$ cat src/rtl/bcd_pkg.sv
package bcd_pkg;
  localparam int unsigned DIGIT_W  = 4;
  localparam int unsigned TOP_CODE = 9;

  typedef logic [DIGIT_W-1:0] digit_t;

  typedef enum logic [1:0] {
    MODE_HOLD  = 2'd0,
    MODE_COUNT = 2'd1,
    MODE_LOAD  = 2'd2,
    MODE_CLEAR = 2'd3
  } mode_e;
endpackage

$ cat src/rtl/bcd_mode_sel.sv
module bcd_mode_sel
  import bcd_pkg::*;
(
  input  logic  clr_i,
  input  logic  load_ni,
  input  logic  en_p_i,
  input  logic  en_t_i,
  output mode_e mode_o
);
  always_comb begin
    if (clr_i)                 mode_o = MODE_CLEAR;
    else if (!load_ni)         mode_o = MODE_LOAD;
    else if (en_p_i && en_t_i) mode_o = MODE_COUNT;
    else                       mode_o = MODE_HOLD;
  end
endmodule

$ cat src/rtl/bcd_next_digit.sv
module bcd_next_digit
  import bcd_pkg::*;
(
  input  mode_e  mode_i,
  input  digit_t cur_i,
  input  digit_t data_i,
  output digit_t nxt_o
);
  // per-bit toggle terms; unused codes fall back into range in <=2 steps
  function automatic digit_t step(digit_t q);
    digit_t t;
    t[0] = 1'b1;
    t[1] = q[0] & ~q[3];
    t[2] = q[0] & q[1];
    t[3] = (q[0] & q[1] & q[2]) | (q[0] & q[3]);
    return q ^ t;
  endfunction

  always_comb begin
    unique case (mode_i)
      MODE_CLEAR: nxt_o = '0;
      MODE_LOAD:  nxt_o = data_i;
      MODE_COUNT: nxt_o = step(cur_i);
      default:    nxt_o = cur_i;
    endcase
  end
endmodule

$ cat src/rtl/bcd_state_reg.sv
module bcd_state_reg
  import bcd_pkg::*;
#(
  parameter bit ASYNC_RST = 1'b1
) (
  input  logic   clk_i,
  input  logic   arst_ni,
  input  digit_t d_i,
  output digit_t q_o
);
  generate
    if (ASYNC_RST) begin : g_async
      always_ff @(posedge clk_i or negedge arst_ni) begin
        if (!arst_ni) q_o <= '0;
        else          q_o <= d_i;
      end
    end else begin : g_sync
      // arst_ni is tied high by the top in this variant
      always_ff @(posedge clk_i) begin
        if (!arst_ni) q_o <= '0;
        else          q_o <= d_i;
      end
    end
  endgenerate
endmodule

$ cat src/rtl/bcd_tc_gen.sv
module bcd_tc_gen
  import bcd_pkg::*;
(
  input  digit_t cur_i,
  input  logic   en_t_i,
  output logic   tc_o
);
  localparam digit_t LAST = digit_t'(TOP_CODE);
  assign tc_o = en_t_i & (cur_i == LAST);
endmodule

$ cat src/rtl/bcd_decade_counter.sv
module bcd_decade_counter
  import bcd_pkg::*;
#(
  parameter bit ASYNC_RST = 1'b1
) (
  input  logic               clk_i,
  input  logic               rst_ni,
  input  logic               load_ni,
  input  logic [DIGIT_W-1:0] data_i,
  input  logic               cnt_en_p_i,
  input  logic               cnt_en_t_i,
  output logic [DIGIT_W-1:0] count_o,
  output logic               tc_o
);
  mode_e  mode;
  digit_t cur, nxt;
  logic   sync_clr, reg_rst_n;

  assign sync_clr  = ASYNC_RST ? 1'b0 : ~rst_ni;
  assign reg_rst_n = ASYNC_RST ? rst_ni : 1'b1;

  bcd_mode_sel u_mode (
    .clr_i   (sync_clr),
    .load_ni (load_ni),
    .en_p_i  (cnt_en_p_i),
    .en_t_i  (cnt_en_t_i),
    .mode_o  (mode)
  );

  bcd_next_digit u_next (
    .mode_i (mode),
    .cur_i  (cur),
    .data_i (data_i),
    .nxt_o  (nxt)
  );

  bcd_state_reg #(.ASYNC_RST(ASYNC_RST)) u_reg (
    .clk_i   (clk_i),
    .arst_ni (reg_rst_n),
    .d_i     (nxt),
    .q_o     (cur)
  );

  bcd_tc_gen u_tc (
    .cur_i  (cur),
    .en_t_i (cnt_en_t_i),
    .tc_o   (tc_o)
  );

  assign count_o = cur;
endmodule

$ cat config.mk
export PLATFORM = sky130hd
export DESIGN_NAME = bcd_decade_counter
export DESIGN_NICKNAME = d
export VERILOG_FILES = /design/src/rtl/bcd_pkg.sv /design/src/rtl/bcd_mode_sel.sv /design/src/rtl/bcd_next_digit.sv /design/src/rtl/bcd_state_reg.sv /design/src/rtl/bcd_tc_gen.sv /design/src/rtl/bcd_decade_counter.sv
export SDC_FILE = /design/constraint.sdc
export NUM_CORES = 1
export LEC_CHECK = 0
export ABC_AREA = 1
export BUFFER_PORTS_ARGS = -buffer_cell sky130_fd_sc_hd__buf_4
export CAP_MARGIN = 20
export CELL_PAD_IN_SITES_DETAIL_PLACEMENT = 1
export CELL_PAD_IN_SITES_GLOBAL_PLACEMENT = 1
export CORE_AREA = 2 2 39 41
export DETAILED_ROUTE_END_ITERATION = 10
export DIE_AREA = 0 0 41 43
export PLACE_DENSITY = 0.69
export SKIP_LAST_GASP = 1
export SLEW_MARGIN = 25
export SYNTH_ARGS = -nofsm -noshare
export SYNTH_HDL_FRONTEND = slang
export SYNTH_HIERARCHICAL = 1
export SYNTH_SLANG_ARGS = --single-unit
$ cat constraint.sdc
create_clock -name clk_i -period 2.3 [get_ports clk_i]
set_clock_uncertainty 0.2 [all_clocks]
set_input_delay 0.345 -clock clk_i [delete_from_list [all_inputs] [get_ports clk_i]]
set_output_delay 0.345 -clock clk_i [all_outputs]
set_load 0.01 [all_outputs]
==> reports/metrics.yaml <==
run_status:
  status: "complete, no violations"
job:
  drv_cap: 0
setup_path:
  cp.required_ps: 1750
  r2r_setup_slack_ps: 970
  path_delay_family: "flip-flops"
  critPathMaxFanout: 8
  worstPathCellList: "nand2_1, nor2_2, buf_4"
  critPathMaxStageDelay_ps: 450
  reg2reg_from: "u_reg/q_o[0]"
  worstSetupStartpointType: "flop"
  cp-startpoint: "u_reg/q_o[0]"
  reg2regPathDepth: 6
  cp.arrival_ps: 990
  cp_num_cells: 3
  crit_buf_inv: 1
  r2r_end: "u_reg/q_o[3]"
  cp-endpoint: "tc_o"
  setup.worst_path.end_class: "output pin"
  worstSetupPathType: "flop to output pin"
  slowest_stage: "dfrtp_1"
clocking:
  cts_tree: "built"
  numClockSinks: 4
  clockBufferDepth: 2
  path_clk_slew_ps: 30
  cts_setup_buffers: 0
  cts_root_buffer: "clkbuf_4"
  cts_buffers: 3
  h-tree-depth: 1
  clkLatencyLatePin_ps: 230
  cts_resized: 0
synth:
  synth_cells: 52
  yosys-top-cells-area: "dfrtp_1 31%, nand2_1 21%, inv_1 14%, nand3_1 12%, nand3_2 6.2%"
  ys_seq_area_share_pct: 31.0
  ys_warn_count: 6
  ys_ff_latch: 4
  avgSynthCellArea_um2: 6.21
  syn_nets: 62
  synth_top_area_share_pct: 31.0
  syn_area_um2: 323
  synthDistinctLibCells: 12
  synth_top_cell_by_area: "dfrtp_1"
finish:
  stdcell_count: 85
  area_delta_synth_final_pct: 46.5
  antenna_cells: 0
  largest_reg_flops: 4
  nFillCells: 188
  final_layout_size_suffix_gt1_share_pct: 31.9
  final_cell_mix: "18 x nand2_1, 13 x buf_4, 12 x inv_1"
  final_common_cell: "nand2_1"
  largest-register: "u_reg/q_o"
  nNetsFinal: 81
  reg_top3: "u_reg/q_o: 4 flops"
  seqCellArea_um2: 100
  multi_input_area_um2: 174
placement:
  port_buffers: 13
  place.gp.congestion: 0.683
  hpwl_um: 686
  place_ws_ps: 951
  dp.cells: 81
floorplan:
  core.rowCount: 14
  die-area_um2: 1760
  dieHeight_um: 43
  start_util_pct: 23.3
  core_area_um2: 1380
  io_pins: 14
  fp.dieW_um: 41
timing:
  finalCritPeriodShare_pct: 66.9
  slew_violations: 0
  hold_viol: 0
  period_minus_slack_ps: 1540
  setup_viol: 0
  fin_tns_setup_ps: 0
  layout_setup_ws_ps: 762
  max_freq_mhz: 650
  rsz0062_at_grt: "no"
drt:
  drtIter0Drc: 1
  viasPerCell: 4.20
  drtAntennaViolNets: 0
  drt_wl_total_um: 795
  routedWlPerCell_um: 9.35
  drc_errors: 0
  vias: 357
  drtPass1Iterations: 2
power:
  power_leakage_nw: 0.279
  cellPowerDensity_nw_per_um2: 481
  peakVddDrop_v: 0.000233
global_routing:
  grt_pass1_vias: 367
  grt_max_degree: 9
  antenna_found_initial: 0
  grt_pass1_wl_um: 1320
  track_usage_pct: 11.1
  globalRoute.totalOverflow: 0
worst_hold_path:
  hold_class: "input pin to flop"
## final cells by class
class	count	area share (%)
Multi-Input combinational cell	35	36.8
Inverter	13	10.3
Clock buffer	3	4.76
Tap cell	16	4.23
Timing Repair Buffer	14	22.8
Sequential cell	4	21.2
## cells by family (layout without fill, tap and decap cells)
kind of cell | after synthesis | in the layout | share of synthesized area [%]
DFF | 4 | 4 | 31.0
AOI/OAI and AO/OA | 1 | 1 | 2.33
buffers and inverters | 13 | 30 | 15.1
and+or+nand+nor | 32 | 32 | 46.5
other | 1 | 1 | 1.16
adders and majority gates | 1 | 1 | 3.88
## worst min path at each step
stage	start	end	slack, ps	cells past startpoint
global placement	rst_ni	u_reg/q_o[0]	-60	1
global route	data_i[2]	u_reg/q_o[2]	200	3
floorplan	rst_ni	u_reg/q_o[0]	-150	0
finish	data_i[2]	u_reg/q_o[2]	210	3
CTS	data_i[2]	u_reg/q_o[2]	210	3
detailed placement	rst_ni	u_reg/q_o[1]	-60	1
## cell usage after synthesis
cell      number
nand2_1       18
inv_1         12
nand3_1        8
dfrtp_1        4
nand3_2        2
nor2_2         2
conb_1         1
ha_1           1
inv_2          1
nand2_2        1
nor2_1         1
o21bai_1       1
## metrics by stage
step / cell area, um2 / total power, mW / util [%] / hold slack, ps
2_1_floorplan: 323 / 0.115 / - / -151
3_3_place_gp: 440 / 0.144 / 31.8 / -58.0
3_5_place_dp: 440 / 0.146 / 31.8 / -57.6
4_1_cts: 473 / 0.232 / 34.2 / 207
5_1_grt: 473 / 0.249 / 34.2 / 204
6_report: 473 / 0.227 / 34.2 / 211
## routing by layer
metal	part of all wire, %	GRT usage [%]	up-vias
li1	-	-	188
met1	45	12.7	161
met2	51	17.5	8
met3	4.5	3.14	0
met4	0	6.00	0
met5	0	0	-
## report_power, final
group,internal [mW],switching [mW],total (mW),leakage (nW)
sequential,0.0771,0.00980,0.0869,0.0520
combinational,0.0288,0.0292,0.0580,0.213
clock,0.0581,0.0243,0.0824,0.0138
## tightest hold or removal path, delay by kind of cell
kind | cells | cell delay, ps
buffers and inverters | 1 | 80
AND/OR/NAND/NOR | 2 | 170
## timing repair
action                                 4_1_cts  5_1_grt
hold buffers                                 1        0
setup endpoints to repair                    0        0
endpoints found under the hold margin        4        0
No activity file was read; power rests on OpenSTA's default activity.
